[config.mk]
export PLATFORM = sky130hd
export DESIGN_NAME = rtc_alarm_irq
export DESIGN_NICKNAME = d
export VERILOG_FILES = /design/src/rtl/rtc_alarm_pkg.sv /design/src/rtl/alarm_field_cmp.sv /design/src/rtl/alarm_status_ctl.sv /design/src/rtl/alarm_irq_drv.sv /design/src/rtl/rtc_alarm_irq.sv
export SDC_FILE = /design/constraint.sdc
export NUM_CORES = 1
export LEC_CHECK = 0
export ABC_CLOCK_PERIOD_IN_PS = 1600
export BUFFER_PORTS_ARGS = -buffer_cell sky130_fd_sc_hd__buf_2
export CORE_ASPECT_RATIO = 1.2
export CORE_MARGIN = 3
export CORE_UTILIZATION = 40
export CTS_BUF_LIST = sky130_fd_sc_hd__clkbuf_4 sky130_fd_sc_hd__clkbuf_8 sky130_fd_sc_hd__clkbuf_16
export CTS_CLUSTER_DIAMETER = 100
export CTS_CLUSTER_SIZE = 20
export DETAILED_ROUTE_END_ITERATION = 10
export GPL_TIMING_DRIVEN = 0
export HOLD_SLACK_MARGIN = 0.02
export REMOVE_ABC_BUFFERS = 1
export SYNTH_ARGS = -nofsm -noshare
export SYNTH_HDL_FRONTEND = slang
export SYNTH_SLANG_ARGS = --single-unit
[constraint.sdc]
create_clock -name clk -period 1.6 [get_ports clk]
set_clock_uncertainty 0.1 [all_clocks]
set_input_delay 0.24 -clock clk [delete_from_list [all_inputs] [get_ports clk]]
set_output_delay 0.24 -clock clk [all_outputs]
set_load 0.01 [all_outputs]
[src/rtl/rtc_alarm_pkg.sv]
package rtc_alarm_pkg;
   localparam int NUM_FIELDS = 6;
   localparam int ADDR_W     = 3;

   typedef enum logic [ADDR_W-1:0] {
      SLOT_SEC    = 3'd0,
      SLOT_MIN    = 3'd1,
      SLOT_HOUR   = 3'd2,
      SLOT_DATE   = 3'd3,
      SLOT_MON    = 3'd4,
      SLOT_DOW    = 3'd5,
      SLOT_STATUS = 3'd6,
      SLOT_NONE   = 3'd7
   } slot_e;
endpackage

[src/rtl/alarm_field_cmp.sv]
module alarm_field_cmp #(
   parameter int FIELD_W = 7
) (
   input  logic               clk,
   input  logic               rst_n,
   input  logic               wr_en,
   input  logic [FIELD_W:0]   wdata,
   input  logic [FIELD_W-1:0] cur,
   output logic [FIELD_W:0]   reg_q,
   output logic               hit,
   output logic               armed
);
   always_ff @(posedge clk or negedge rst_n) begin
      if (!rst_n)     reg_q <= '0;
      else if (wr_en) reg_q <= wdata;
   end

   // The top bit is the enable; a disabled field always counts as agreeing.
   assign armed = reg_q[FIELD_W];
   assign hit   = !armed || (reg_q[FIELD_W-1:0] == cur);
endmodule

[src/rtl/alarm_status_ctl.sv]
module alarm_status_ctl (
   input  logic clk,
   input  logic rst_n,
   input  logic match,
   input  logic clr_wr,
   input  logic clr_rd,
   output logic alm_q
);
   // A new match wins over any clear request arriving in the same cycle.
   always_ff @(posedge clk or negedge rst_n) begin
      if (!rst_n)                alm_q <= 1'b0;
      else if (match)            alm_q <= 1'b1;
      else if (clr_wr || clr_rd) alm_q <= 1'b0;
   end
endmodule

[src/rtl/alarm_irq_drv.sv]
module alarm_irq_drv #(
   parameter int PULSE_CYCLES = 4
) (
   input  logic clk,
   input  logic rst_n,
   input  logic match,
   input  logic alm,
   input  logic pulse_mode,
   output logic irq_n
);
   logic pulse_active;

   generate
      if (PULSE_CYCLES < 1) begin : g_bad
         $error("PULSE_CYCLES must be at least 1");
      end else if (PULSE_CYCLES == 1) begin : g_flop
         logic pulse_q;
         always_ff @(posedge clk or negedge rst_n) begin
            if (!rst_n) pulse_q <= 1'b0;
            else        pulse_q <= match;
         end
         assign pulse_active = pulse_q;
      end else begin : g_count
         localparam int CNT_W = $clog2(PULSE_CYCLES + 1);
         logic [CNT_W-1:0] cnt_q;
         always_ff @(posedge clk or negedge rst_n) begin
            if (!rst_n)              cnt_q <= '0;
            else if (match)          cnt_q <= CNT_W'(PULSE_CYCLES);
            else if (cnt_q != '0)    cnt_q <= cnt_q - CNT_W'(1);
         end
         assign pulse_active = (cnt_q != '0);
      end
   endgenerate

   assign irq_n = pulse_mode ? !pulse_active : !alm;
endmodule

[src/rtl/rtc_alarm_irq.sv]
module rtc_alarm_irq
   import rtc_alarm_pkg::*;
#(
   parameter int FIELD_W      = 7,
   parameter int PULSE_CYCLES = 4
) (
   input  logic               clk,
   input  logic               rst_n,
   input  logic               tick_i,
   input  logic [FIELD_W-1:0] now_sec_i,
   input  logic [FIELD_W-1:0] now_min_i,
   input  logic [FIELD_W-1:0] now_hour_i,
   input  logic [FIELD_W-1:0] now_date_i,
   input  logic [FIELD_W-1:0] now_mon_i,
   input  logic [FIELD_W-1:0] now_dow_i,
   input  logic               reg_wr_i,
   input  logic               reg_rd_i,
   input  logic [ADDR_W-1:0]  reg_addr_i,
   input  logic [FIELD_W:0]   reg_wdata_i,
   output logic [FIELD_W:0]   reg_rdata_o,
   input  logic               pulse_mode_i,
   input  logic               auto_clr_i,
   output logic               alm_o,
   output logic               irq_n_o
);
   localparam int REG_W = FIELD_W + 1;

   generate
      if (FIELD_W < 7) begin : g_bad_w
         $error("FIELD_W must hold two BCD digits (>= 7)");
      end
   endgenerate

   logic [NUM_FIELDS-1:0][FIELD_W-1:0] now_all;
   logic [NUM_FIELDS-1:0][REG_W-1:0]   regs;
   logic [NUM_FIELDS-1:0]              hits;
   logic [NUM_FIELDS-1:0]              armed;
   logic                               match_w;
   logic                               status_sel;

   assign now_all = {now_dow_i, now_mon_i, now_date_i,
                     now_hour_i, now_min_i, now_sec_i};

   generate
      for (genvar i = 0; i < NUM_FIELDS; i++) begin : g_field
         alarm_field_cmp #(.FIELD_W(FIELD_W)) cmp_i (
            .clk   (clk),
            .rst_n (rst_n),
            .wr_en (reg_wr_i && (reg_addr_i == ADDR_W'(i))),
            .wdata (reg_wdata_i),
            .cur   (now_all[i]),
            .reg_q (regs[i]),
            .hit   (hits[i]),
            .armed (armed[i])
         );
      end
   endgenerate

   assign match_w    = tick_i && (&hits) && (|armed);
   assign status_sel = (reg_addr_i == SLOT_STATUS);

   alarm_status_ctl status_i (
      .clk    (clk),
      .rst_n  (rst_n),
      .match  (match_w),
      .clr_wr (reg_wr_i && status_sel && !reg_wdata_i[0]),
      .clr_rd (reg_rd_i && status_sel && auto_clr_i),
      .alm_q  (alm_o)
   );

   alarm_irq_drv #(.PULSE_CYCLES(PULSE_CYCLES)) irq_i (
      .clk        (clk),
      .rst_n      (rst_n),
      .match      (match_w),
      .alm        (alm_o),
      .pulse_mode (pulse_mode_i),
      .irq_n      (irq_n_o)
   );

   always_comb begin
      if (reg_addr_i < ADDR_W'(NUM_FIELDS)) reg_rdata_o = regs[reg_addr_i];
      else if (status_sel)                  reg_rdata_o = {{FIELD_W{1'b0}}, alm_o};
      else                                  reg_rdata_o = '0;
   end
endmodule

Yosys cells after proc, flatten, opt, wreduce, memory -nomap -nowiden --
Index checks and enable logic that the tools add are counted.
Storage, ports and cells: flip-flop bits (word level) 52, bits of input ports 60, output and inout bits 10, logic and storage cells 66
Cells by class: add/subtract/negate cells 1, $lt $le $gt $ge 2, equal/unequal tests 12, mux-type cells 9, reduce and logical (&&, ||, !) cells 34
Operators by type and width (number):
- 7-bit equality test | 6
- 8-bit binary-select mux with 3-bit select | 1
- 8-bit 2-to-1 mux | 2
- 1-bit logical AND | 12
- 3-bit equality test (second input constant) | 3
- 1-bit logical NOT | 9
- 1-bit logical OR | 7
- 3-bit by 2-bit equality test with 1-bit output (second input constant) | 2
- 3-bit 2-to-1 mux | 2
- 6-bit AND reduction | 1
- 6-bit OR reduction | 1
- 3-bit by 4-bit less-than comparator with 1-bit output (second input constant) | 1
- 1-bit 2-to-1 mux | 4
- 2-bit nonzero test | 2
- 3-bit by 1-bit equality test with 1-bit output (second input constant) | 1
- 3-bit logical NOT | 1
- 3-bit less-than comparator (second input constant) | 1
- 3-bit nonzero test | 1
- 3-bit by 1-bit subtractor with 3-bit output (second input constant) | 1

Depth between registers and ports, before layout --
Gate-level depths: netlist (run 1).
depth after elaboration 6, depth in mapped cells 6

By module --
From an unflattened synthesis (run 1), not the netlist that was laid out.
Unflattened totals: cells, all modules 249, area total of the unflattened synthesis 3064.2 um^2
By module, submodules not included:
- alarm_field_cmp | times used 6, cells each 27, area an instance 386.6 um^2
- rtc_alarm_irq | times used 1, cells each 67, area an instance 518.0 um^2
- alarm_irq_drv | times used 1, cells each 17, area an instance 190.2 um^2
- alarm_status_ctl | times used 1, cells each 3, area an instance 36.3 um^2

Least setup slack after synthesis (run 1) --
No wires, ideal clock.
path kind reg2reg, start point register g_field[0].cmp_i.reg_q[7], end point register irq_i.g_count.cnt_q[0], arrival time 1.444 ns, path slack -0.021 ns, cell stages (with the launch flop) 5, path buffers 0, period minus slack after synthesis 1.621 ns, cells stage by stage dfrtp_1 or4_1 o31a_1 and4_1 a21oi_1
On the way: longest elaborated chain between the ends 6
RTL lines:
- from (decl) | RTL line alarm_field_cmp.sv:9 | output logic [FIELD_W:0] reg_q,
- from (signal assigned) | RTL line alarm_field_cmp.sv:15 | else if (wr_en) reg_q <= wdata;
- 1-bit logical NOT | RTL line alarm_field_cmp.sv:20 | assign hit = !armed || (reg_q[FIELD_W-1:0] == cur);
- 1-bit logical OR | RTL line alarm_field_cmp.sv:20
- 6-bit AND reduction | RTL line rtc_alarm_irq.sv:59 | assign match_w = tick_i && (&hits) && (|armed);
- 1-bit logical AND | RTL line rtc_alarm_irq.sv:59
- 1-bit logical AND * | RTL line rtc_alarm_irq.sv:59
- 3-bit 2-to-1 mux / 2-bit nonzero test (equally long branches)
- to (signal assigned) | RTL line alarm_irq_drv.sv:28 | else if (match) cnt_q <= CNT_W'(PULSE_CYCLES);
- to (signal assigned) | RTL line alarm_irq_drv.sv:29 | else if (cnt_q != '0) cnt_q <= cnt_q - CNT_W'(1);
- to (decl) | RTL line alarm_irq_drv.sv:25 | logic [CNT_W-1:0] cnt_q;
Mark *: on every way between the ends. The rest lies on a longest branch, timed or not. A chain may end at the register's enable or synchronous reset.

Final worst setup path (run 1) --
start point register g_field[0].cmp_i.reg_q[1], end point output port reg_rdata_o[1]
On the way: longest elaborated chain between the ends 3
RTL lines:
- 8-bit binary-select mux with 3-bit select | RTL line rtc_alarm_irq.sv:81 | if (reg_addr_i < ADDR_W'(NUM_FIELDS)) reg_rdata_o = regs[reg_addr_i];
- 8-bit 2-to-1 mux (not written as such) | RTL line rtc_alarm_irq.sv:81
- 8-bit 2-to-1 mux | RTL line rtc_alarm_irq.sv:81
- to (decl) | RTL line rtc_alarm_irq.sv:20 | output logic [FIELD_W:0] reg_rdata_o,
Every way passes these cells. The select of a mux whose other input is x is not followed.

==> results.txt, run 1 <==
- Min-Delay Path Class: in -> async
- In this run, the number of DRC markers left after iteration 0 of detailed routing was 80.
- Placed wire-length estimate: 5470 µm
* Fraction of post-synthesis cell area in the top cell type by area: 44.4%
* Crit path time final: 1.86 ns
* Register area share after synthesis: between 40% and 50%
* Fin crit share: 116%
* Number of clock buffers inserted by TritonCTS: 5
- After routing the design area is 0.00383 mm².
- Vias per inst: 5.16
- For this configuration, the core starts out at a cell density of 42.0%.
- Clock tree synthesis selected as its root buffer the cell sky130_fd_sc_hd__clkbuf_8.
- Cells with a size suffix above 1 make up 57.2% of the layout.
- Startpoint kind of the worst setup timing path: register
- YS warnings: 0
- In this run the static leakage power is around 1.7 nW.
* Instance count after placement with tap cells included: 382
- Final worst setup slack: -0.261 ns
- In this run the cell area measured after placement is 0.00335 mm².
- Synth area leaders: sky130_fd_sc_hd__dfrtp_1 (44%), sky130_fd_sc_hd__mux2_2 (18%), sky130_fd_sc_hd__xnor2_1 (7.5%)
- At the end of routability-driven placement, the weighted congestion stood at between 0.7 and 0.8.
- The via count of the first global-routing pass came to 2227.
* Grt ovf: 0
* Slew margin rel.: approximately a fifth
* Length of the first detailed-routing pass in iterations: 6
- Max-capacitance violation count: 0
* Maximum achievable frequency: 537 MHz
- Smallest hold slack: roughly 0.057 ns
- Wire length of the first global-routing pass: 11800 µm
* Total negative slack: -4.13 ns
* Die X-Extent: 84.2 µm
- Number of antenna repair diodes: 0
- Prior to clock tree synthesis, the placed netlist has a worst setup slack of -0.605 ns.
* Core Region: 0.00698 mm²
* Ys async rst share: 100%
- Initial antenna violation count: 0
* Routed len/inst: 18.4 µm
- Count of unresolved DRC violations after routing: 0
- Run status: finished with violations
- Total power per unit cell area: 1200 mW/mm²
- Entering global routing, the biggest net connects 53 pins.
* Setup-failing EPs final: 29
- Final routed wirelength across all metal layers: 7730 µm
- Leaving out filler cells and counting taps, the final layout contains 419.
- The die is roughly 100 µm tall.
- Summing over every cut layer, the via total after detailed routing is 2163.
- The final reports fail on setup timing.
* # IOs: 70
* Max-slew violations: 0
- Port buffer count: 69
- The clock passes through at most 2 buffers.
- Cts hold-fix bufs: 0
- Antenna-violating nets left: 0
* Clock Latency Late Sink: 0.31 ns
- Number of flops mapped to enable cells by yosys: 0
- Worst-margin pin slew: 1.19 ns
* Synthesized cell area: between 0.002 and 0.003 mm²
* Area added between synthesis and finish: 30.5%
- Among all flip-flop cells after synthesis, the most frequent one is sky130_fd_sc_hd__dfrtp_1.
- After clock tree synthesis, the clock-pin slew on the worst setup and hold paths is 0.10 ns.
* Element type at the critical path end: output pin
- TritonCTS built the clock tree.
- Final Hold Fails: 0
* IR drop worst, VDD: 0.732 mV
* Overall routing resource usage: 18.2%
- Largest area contributor in the synthesized netlist: sky130_fd_sc_hd__dfrtp_1
* RSZ-0062 raised after global routing: yes
- Along the worst path, the maximum fanout reaches 3.
- NumNets Final: 393
- Number of placement rows: 33
- After synthesis the netlist holds a flip-flop and latch count of 52.
- CTS sink count: 52
* Required time of the critical path: between 1 and 1.5 ns
* Data arrival time of the critical path: 1.52 ns
* Combined area of the multi-input logic cells: about 0.0017 mm²
- Across the whole layout, storage elements account for between 0.001 and 0.0015 mm².
- A synthesized cell averages 12.6 µm².
- Number of fill cells in the layout: 624
- Synthesis instantiated 32 different standard cells from the library.
* Floorplan die area: 0.00840 mm²
* H-tree Lvls: 2
* Instance count of the mapped netlist: approximately 230
- Path type of the worst setup path: reg -> out
## Yosys cell counts, types with 4 or more instances
library cell              number
sky130_fd_sc_hd__inv_1        10
sky130_fd_sc_hd__a21oi_1       5
sky130_fd_sc_hd__o22ai_1       7
sky130_fd_sc_hd__nor2_1        4
sky130_fd_sc_hd__mux2_2       46
sky130_fd_sc_hd__mux4_2        7
sky130_fd_sc_hd__xnor2_1      25
sky130_fd_sc_hd__xor2_1       18
sky130_fd_sc_hd__nand4_1       7
sky130_fd_sc_hd__nand2_1       4
sky130_fd_sc_hd__dfrtp_1      52
sky130_fd_sc_hd__o21ai_0       6
sky130_fd_sc_hd__o41ai_1       6
sky130_fd_sc_hd__mux2i_1       9
## cell type report
class,instances,area share (%)
Clock buffer,6,1.99
Multi-Input combinational cell,164,43.9
Timing Repair Buffer,98,15.4
Inverter,10,0.981
Tap cell,87,2.84
Clock inverter,2,0.915
Sequential cell,52,34.0
## cell usage in the layout, fill, tap and decap left out, types with 4 or more instances in the layout
master	synthesis	layout
sky130_fd_sc_hd__buf_2	2	68
sky130_fd_sc_hd__dfrtp_1	52	52
sky130_fd_sc_hd__mux2_2	46	46
sky130_fd_sc_hd__buf_4	2	24
sky130_fd_sc_hd__xnor2_1	25	19
sky130_fd_sc_hd__xor2_1	18	18
sky130_fd_sc_hd__mux2i_1	9	9
sky130_fd_sc_hd__inv_2	0	8
sky130_fd_sc_hd__mux4_2	7	8
sky130_fd_sc_hd__nand4_1	7	7
sky130_fd_sc_hd__o22ai_1	7	6
sky130_fd_sc_hd__xnor2_2	0	6
sky130_fd_sc_hd__buf_6	1	6
sky130_fd_sc_hd__o41ai_2	0	5
sky130_fd_sc_hd__clkbuf_8	0	5
sky130_fd_sc_hd__nor2_1	4	4
sky130_fd_sc_hd__a21oi_1	5	4
## metrics by stage
stage	utilization, %	total power, mW
global route	54.9	4.87
finish	54.9	4.60
CTS	52.4	4.43
global placement	48.0	3.19
detailed placement	48.0	3.23
floorplan	-	2.77
## routing by layer
metal | GRT usage [%] | up-vias | part of all wire [%]
met3 | 3.53 | 7 | 3.7
met2 | 30.9 | 50 | 51
met5 | 0 | - | 0
met4 | 5.32 | 0 | 1.4
met1 | 23.8 | 1056 | 44
li1 | - | 1050 | -
## state kept, by name, indices dropped and copies added, names as in the netlist
| register | cells |
|---|---|
| status_i.alm_q | 1 |
| g_field.cmp_i.reg_q | 48 |
| irq_i.g_count.cnt_q | 3 |
## final timing paths
kind | depth (start not counted) | endpoint | start | slack, ns
max reg2reg | 5 | irq_i.g_count.cnt_q[0] | g_field[1].cmp_i.reg_q[7] | -0.22
max | 4 | reg_rdata_o[1] | g_field[0].cmp_i.reg_q[1] | -0.26
max in group asynchronous | 1 | g_field[4].cmp_i.reg_q[2] | rst_n | 0.60
min in group clk | 2 | g_field[0].cmp_i.reg_q[0] | reg_wdata_i[0] | 0.14
min reg2reg | 2 | g_field[5].cmp_i.reg_q[0] | g_field[5].cmp_i.reg_q[0] | 0.45
min | 1 | g_field[3].cmp_i.reg_q[0] | rst_n | 0.06
## worst max-delay path: stages (launching register included)
cell	delay, ns
sky130_fd_sc_hd__dfrtp_1	0.43
sky130_fd_sc_hd__mux4_2	0.49
sky130_fd_sc_hd__inv_2	0.06
sky130_fd_sc_hd__o22ai_1	0.07
sky130_fd_sc_hd__buf_2	0.16
## where the power goes
part           switching [mW]  total, mW  internal [mW]
clock network           0.439      0.921          0.482
registers               0.268       1.90           1.63
logic                   0.754       1.78           1.02
total                    1.46       4.60           3.14
## cells by family after synthesis
logic type      count (synthesis)  synth area share (%)
compound gates                 26                  5.72
xor+xnor                       43                  12.8
fa+ha+maj                       2                 0.853
buf+inv                        16                  2.64
flops                          52                  44.4
mux                            63                  27.0
simple gates                   30                  6.57
## timing repair
| item | 4_1_cts | 5_1_grt |
|---|---|---|
| endpoints found under the setup margin | 53 | 43 |
| resized for setup | 19 | 21 |
| pin swaps | 2 | 9 |
| setup buffers | 18 | 11 |
No activity file was read; power rests on OpenSTA's default activity.
==> run 2: changes to the inputs <==
--- a/config.mk
+++ b/config.mk
@@ -9,13 +9,14 @@
 export BUFFER_PORTS_ARGS = -buffer_cell sky130_fd_sc_hd__buf_2
 export CORE_ASPECT_RATIO = 1.2
 export CORE_MARGIN = 3
-export CORE_UTILIZATION = 40
+export CORE_UTILIZATION = 48
 export CTS_BUF_LIST = sky130_fd_sc_hd__clkbuf_4 sky130_fd_sc_hd__clkbuf_8 sky130_fd_sc_hd__clkbuf_16
 export CTS_CLUSTER_DIAMETER = 100
 export CTS_CLUSTER_SIZE = 20
 export DETAILED_ROUTE_END_ITERATION = 10
 export GPL_TIMING_DRIVEN = 0
 export HOLD_SLACK_MARGIN = 0.02
+export PLACE_DENSITY = 0.76
 export REMOVE_ABC_BUFFERS = 1
 export SYNTH_ARGS = -nofsm -noshare
 export SYNTH_HDL_FRONTEND = slang
==> run 2 against run 1 <==
- the flow still finishes with violations (setup timing)
- final cell count is 1.4% lower
- first-iteration DRC count rose by 48%
- sequential power hardly changed
- largest power group unchanged
- utilization up 11 points
- hold slack improved by 0.0075 ns
- sequential cell count unchanged
==> results.txt, run 2 (same netlist as run 1, synthesis figures left out) <==
- Highest cell delay on the worst timing path: 0.51 ns
- The detailed router placed around 2300 vias in this run.
* Final Hold Fails: 0
- Antenna-violating nets left: 0
- Area added between synthesis and finish: 30.0%
- The critical path is of the reg -> out type.
- Of the cells placed in the final design, the portion with a size suffix greater than 1 is around 56%.
- The longest clock path from root to sink contains 2 buffers.
* Registers with the highest flip-flop counts: g_field.cmp_i.reg_q x48, irq_i.g_count.cnt_q x3, status_i.alm_q x1
* Wire length of the first global-routing pass: 12100 µm
- # IOs: 70
- The worst register-to-register path begins at g_field[4].cmp_i.reg_q[1].
- Dividing the detail-routed via count by the number of cells gives 5.49.
* Root buffer selected by CTS: sky130_fd_sc_hd__clkbuf_8
- RSZ-0062 raised after global routing: yes
- Crit path time final: 1.86 ns
* Core Region: 0.00578 mm²
* Startpoint kind of the worst setup timing path: register
- Data on the critical path arrives at its endpoint at 1.52 ns.
* TritonCTS clock tree: yes
* Setup-failing EPs final: 13
- Number of antenna repair diodes: 0
- The floorplan has 30 rows.
- Run status: finished with violations
- The worst setup path is captured at an output pin.
* Via count of the first global-routing pass: approximately 2300
* Required time of the critical path: 1.26 ns
- Leakage component of the power: 1.73 nW
* Flop2flop setup slack: -0.25 ns
* Total power per unit cell area: 1190 mW/mm²
- CTS saw 52 sinks.
- Max-capacitance violation count: 0
* Total negative slack: -2.83 ns
* Worst setup startpoint: g_field[2].cmp_i.reg_q[3]
- In the routed design, unresolved DRC markers number 0.
- Final worst setup slack: -0.258 ns
- Die Ht: around 92 µm
- Starting Density: 50.7%
- Worst-margin pin slew: ~1.2 ns
* Max reg flops: 48
- Global routing used between 20% and 30% of the available tracks across all layers.
* Clock Latency Late Sink: 0.31 ns
- H-tree Lvls: 2
- Register clock-pin slew on the reported worst setup and hold paths: 0.09 ns
- The wire-length estimate of the detail-placed layout is about 5300 µm.
- The path class of the tightest hold or removal check is in -> async.
- Initial DRC Count: approximately 120
- Cts hold-fix bufs: 0
* Maximum number of pins on one net before global-route repair: 53
- During placement, the flow inserted port buffers numbering about 70.
- The initial antenna violation count is 0.
* Floorplan die area: 0.00709 mm²
* Max FO, Critical Path: 3
- After global routing the overflow that remains totals 0.
- IR drop worst, VDD: 0.749 mV
- Length of the first detailed-routing pass in iterations: 4
- After the last flow step, the layout net total stands at 395.
- Die X-Extent: 77.4 µm
* Commonest non-fill, non-tap cell in the layout: sky130_fd_sc_hd__buf_2
* Worst path slowest cell: sky130_fd_sc_hd__mux4_2
- The finished cells cover roughly 0.0038 mm².
- In the layout the commonest cells are sky130_fd_sc_hd__buf_2 (68), sky130_fd_sc_hd__dfrtp_1 (52), sky130_fd_sc_hd__mux2_2 (46), sky130_fd_sc_hd__buf_4 (30), sky130_fd_sc_hd__xnor2_1 (23).
* CP bufs+invs: 2
* CP top delay family: multiplexers
* Number of clock buffers inserted by TritonCTS: 5
- The congestion estimate from routability-driven global placement came to 0.814.
- After layout, the worst path uses 116% of the clock period.
- For this run, the top clock speed supported by timing is 538 MHz.
- Dividing the detail-routed wire length by the instance count gives 18.8 µm.
- The number of max-slew violations in the final report was 0.
* Final routed wirelength across all metal layers: 7770 µm
* Cell breakdown of the critical path: mux4_2 > inv_2 > o22ai_2 > buf_2
- Reg with most FFs: g_field.cmp_i.reg_q
* Post-detailed-placement cell area: 0.00334 mm²
- Failing checks: setup timing
* Slew margin rel.: about 22%
[run 2: final timing paths]
| kind | end | cells past startpoint |
|---|---|---|
| worst min register to register | g_field[5].cmp_i.reg_q[0] | 2 |
| min in group clk | g_field[1].cmp_i.reg_q[1] | 2 |
| worst min-delay path | g_field[4].cmp_i.reg_q[6] | 1 |
| max in group asynchronous | g_field[1].cmp_i.reg_q[5] | 1 |
| worst max register to register | irq_i.g_count.cnt_q[0] | 5 |
| worst max-delay path | reg_rdata_o[3] | 4 |
[run 2: cell type report]
cell class	instances	area, µm²
clock buffer	7	96.3
tap	80	100
sequential	52	1300
inverter	10	37.5
timing repair buffer	100	588
multi-input combinational	164	1690
fill	476	1970
[run 2: power breakdown]
| group | leakage (nW) | switching (mW) | total [mW] | internal, mW |
|---|---|---|---|---|
| combinational | 1.05 | 0.803 | 1.83 | 1.02 |
| sequential | 0.624 | 0.259 | 1.89 | 1.63 |
| clock | 0.0503 | 0.427 | 0.813 | 0.386 |
| total | 1.73 | 1.49 | 4.53 | 3.04 |
[run 2: metal layers]
metal / GRT usage [%] / vias up / routed length [µm]
li1: - / 1053 / -
met1: 29.1 / 1150 / 3200
met2: 39.2 / 60 / 4160
met3: 2.75 / 6 / 304
met4: 6.08 / 0 / 99
met5: 0 / - / 0
[run 2: worst reg2reg max path, cell delays in order (launching register included)]
cell and delay, ns:
sky130_fd_sc_hd__dfrtp_1 0.42, sky130_fd_sc_hd__xnor2_1 0.17, sky130_fd_sc_hd__nand4_1 0.12, sky130_fd_sc_hd__o41ai_1 0.52
sky130_fd_sc_hd__and4_1 0.35, sky130_fd_sc_hd__a21oi_1 0.08
[run 2: timing repair]
action / in CTS / in global routing
cloned: 0 / 0
pin swaps: 8 / 6
resized for setup: 21 / 15
endpoints found under the setup margin: 52 / 44
setup buffers: 19 / 12
[run 2: stage by stage]
| stage | utilization, % | setup slack (ns) | cells | total power [mW] | hold WS [ns] |
|---|---|---|---|---|---|
| global placement | 57.7 | -0.590 | 375 | 3.16 | 0.406 |
| floorplan | - | -0.0210 | 226 | 2.77 | -0.156 |
| detailed placement | 57.7 | -0.583 | 375 | 3.24 | 0.417 |
| global route | 66.0 | -0.315 | 413 | 4.78 | 0.156 |
| finish | 66.0 | -0.258 | 413 | 4.53 | 0.0643 |
| CTS | 63.1 | -0.273 | 401 | 4.32 | 0.109 |
==> run 3: changes to the inputs <==
--- a/config.mk
+++ b/config.mk
@@ -16,6 +16,7 @@
 export DETAILED_ROUTE_END_ITERATION = 10
 export GPL_TIMING_DRIVEN = 0
 export HOLD_SLACK_MARGIN = 0.02
+export MAX_ROUTING_LAYER = met4
 export PLACE_DENSITY = 0.76
 export REMOVE_ABC_BUFFERS = 1
 export SYNTH_ARGS = -nofsm -noshare
==> run 3 against run 2 <==
- the run still ends with setup timing left
- hold slack got worse by 0.0078 ns
- critical path depth unchanged
- sequential share of layout area unchanged
- design area unchanged
- total power about the same
- worst setup slack about the same
- utilization unchanged
- wire length increased by 0.13%
- via count unchanged
- count of clock-buffer cells in the layout unchanged
- non-clock buffer count unchanged
==> results.txt, run 3 (same netlist as run 1, synthesis figures left out) <==
- The worst setup path is captured at an output pin.
- Max reg flops: 48
- In this run the remaining antenna-violating nets after routing total 0.
- Core Region: 0.00578 mm²
- After layout, the design draws a total of 4.53 mW.
- The number of max-slew violations in the final report is 0.
- The via count of the first global-routing pass came to 2313.
* Placed wire-length estimate: 5340 µm
- IR drop worst, VDD: ~0.75 mV
- Share of final-layout standard cells stronger than drive strength 1: 56.2%
- Final Hold Fails: 0
* H-tree Lvls: 2
- Area added between synthesis and finish: 30.0%
- Via total after detailed routing: 2269
* RSZ-0062 raised after global routing: yes
- Number of clock buffers inserted by TritonCTS: 5
* Required time of the critical path: ~1.3 ns
* Die X-Extent: 77.4 µm
- The first global-routing pass estimated 12100 µm of wire.
- Overall routing resource usage: 23.0%
- In this run the deepest clock path goes through 2 buffers.
- CTS sink count: 52
- Setup violations remaining at the end of the flow were counted as 13.
* Floorplan die area: 0.00709 mm²
* Leakage component of the power: 1.73 nW
* Number of placement rows: 30
- The largest registers in the layout are g_field.cmp_i.reg_q x48, irq_i.g_count.cnt_q x3, status_i.alm_q x1.
- The worst pin sits at a relative slew slack of 22.4%.
* Data arrival time of the critical path: 1.52 ns
- The routed design has a little under 8000 µm of wire.
- NumNets Final: 395
* Startpoint kind of the worst setup timing path: register
- # IOs: 70
- After detailed routing, the number of remaining DRC violations is 0.
* Root buffer selected by CTS: sky130_fd_sc_hd__clkbuf_8
- TritonCTS built the clock tree.
- Register clock-pin slew on the reported worst setup and hold paths: 0.09 ns
- Length of the first detailed-routing pass in iterations: 4
* Clock Latency Late Sink: about 0.31 ns
- Power spread over the standard cell area amounts to 1190 mW/mm².
- Worst-margin pin slew: 1.16 ns
* Min-Delay Path Class: in -> async
* Leading cell types in the layout, fill and taps excluded: sky130_fd_sc_hd__buf_2 (68), sky130_fd_sc_hd__dfrtp_1 (52), sky130_fd_sc_hd__mux2_2 (46), sky130_fd_sc_hd__buf_4 (30), sky130_fd_sc_hd__xnor2_1 (23)
* Maximum achievable frequency: around 540 MHz
- Reg with most FFs: g_field.cmp_i.reg_q
* Failing checks: setup timing
- Dividing the detail-routed wire length by the instance count gives 18.8 µm.
- Cts hold-fix bufs: 0
* Maximum number of pins on one net before global-route repair: 53
- Port buffer count: 69
* Starting Density: 50.7%
- Timing analysis after detailed placement gives a worst setup slack of -0.583 ns.
- Die Ht: roughly 92 µm
* Initial antenna violation count: 0
* Run status: finished with violations
* Crit path time final: 1.86 ns
- Fin crit share: 116%
- Final worst setup slack: -0.258 ns
- Vias per inst: 5.49
- In this run the worst path has a maximum fanout of 3.
* Max-capacitance violation count: 0
* Commonest non-fill, non-tap cell in the layout: sky130_fd_sc_hd__buf_2
- Measured in cells, the most critical reg-to-reg path has a length of 6.
- The congestion estimate from routability-driven global placement came to 0.826.
- Path type of the worst setup path: reg -> out
- After the first detailed-routing iteration, the DRC count stood at 145.
* Number of antenna repair diodes: 0
- Global routing finished with a remaining overflow of 0.
run 3: final timing paths:
check	from	to	slack (ns)
max in group asynchronous	rst_n	g_field[4].cmp_i.reg_q[4]	0.63
max	g_field[0].cmp_i.reg_q[3]	reg_rdata_o[3]	-0.26
min reg2reg	g_field[5].cmp_i.reg_q[0]	g_field[5].cmp_i.reg_q[0]	0.45
min	rst_n	g_field[4].cmp_i.reg_q[6]	0.06
max reg2reg	g_field[2].cmp_i.reg_q[3]	irq_i.g_count.cnt_q[0]	-0.25
min in group clk	reg_wdata_i[1]	g_field[1].cmp_i.reg_q[1]	0.15
run 3: report_power, final:
part | switching [mW] | internal [mW]
clock network | 0.424 | 0.386
registers | 0.259 | 1.63
logic | 0.801 | 1.02
total | 1.48 | 3.04
run 3: per-layer routing:
metal / up-vias / share of wire (%) / track usage, % / routed length (µm)
met3: 6 / 4.8 / 2.36 / 372
met1: 1143 / 40 / 29.1 / 3140
li1: 1052 / - / - / -
met4: 0 / 1.3 / 6.08 / 100
met2: 68 / 54 / 39.5 / 4170
met5: - / 0 / - / 0
run 3: cell type report:
type | instances | area [µm²]
clock buffer | 7 | 96.3
fill | 476 | 1970
inverter | 10 | 37.5
multi-input combinational | 164 | 1690
tap | 80 | 100
timing repair buffer | 100 | 588
sequential | 52 | 1300
run 3: per-stage QoR:
stage               instances  TNS, ns  utilization (%)  instance area (µm²)  hold WS (ns)
floorplan                 226  -0.0419                -                 2890        -0.156
global placement          375   -24.39             57.7                 3340         0.406
detailed placement        375   -25.33             57.7                 3340         0.417
CTS                       401    -3.53             63.1                 3650         0.109
global route              413    -3.45             66.0                 3810         0.156
finish                    413    -2.82             66.0                 3810        0.0565
run 3: timing repair:
| item | CTS | global route |
|---|---|---|
| hold endpoints to repair | 0 | 0 |
| endpoints found under the setup margin | 52 | 44 |
| pin swaps | 8 | 6 |
| buffers inserted | 19 | 12 |
| resized for setup | 21 | 15 |
run 3: critical path, stage by stage, from the launching register on:
cell	delay, ns
sky130_fd_sc_hd__dfrtp_1	0.41
sky130_fd_sc_hd__mux4_2	0.50
sky130_fd_sc_hd__inv_2	0.08
sky130_fd_sc_hd__o22ai_2	0.06
sky130_fd_sc_hd__buf_2	0.16
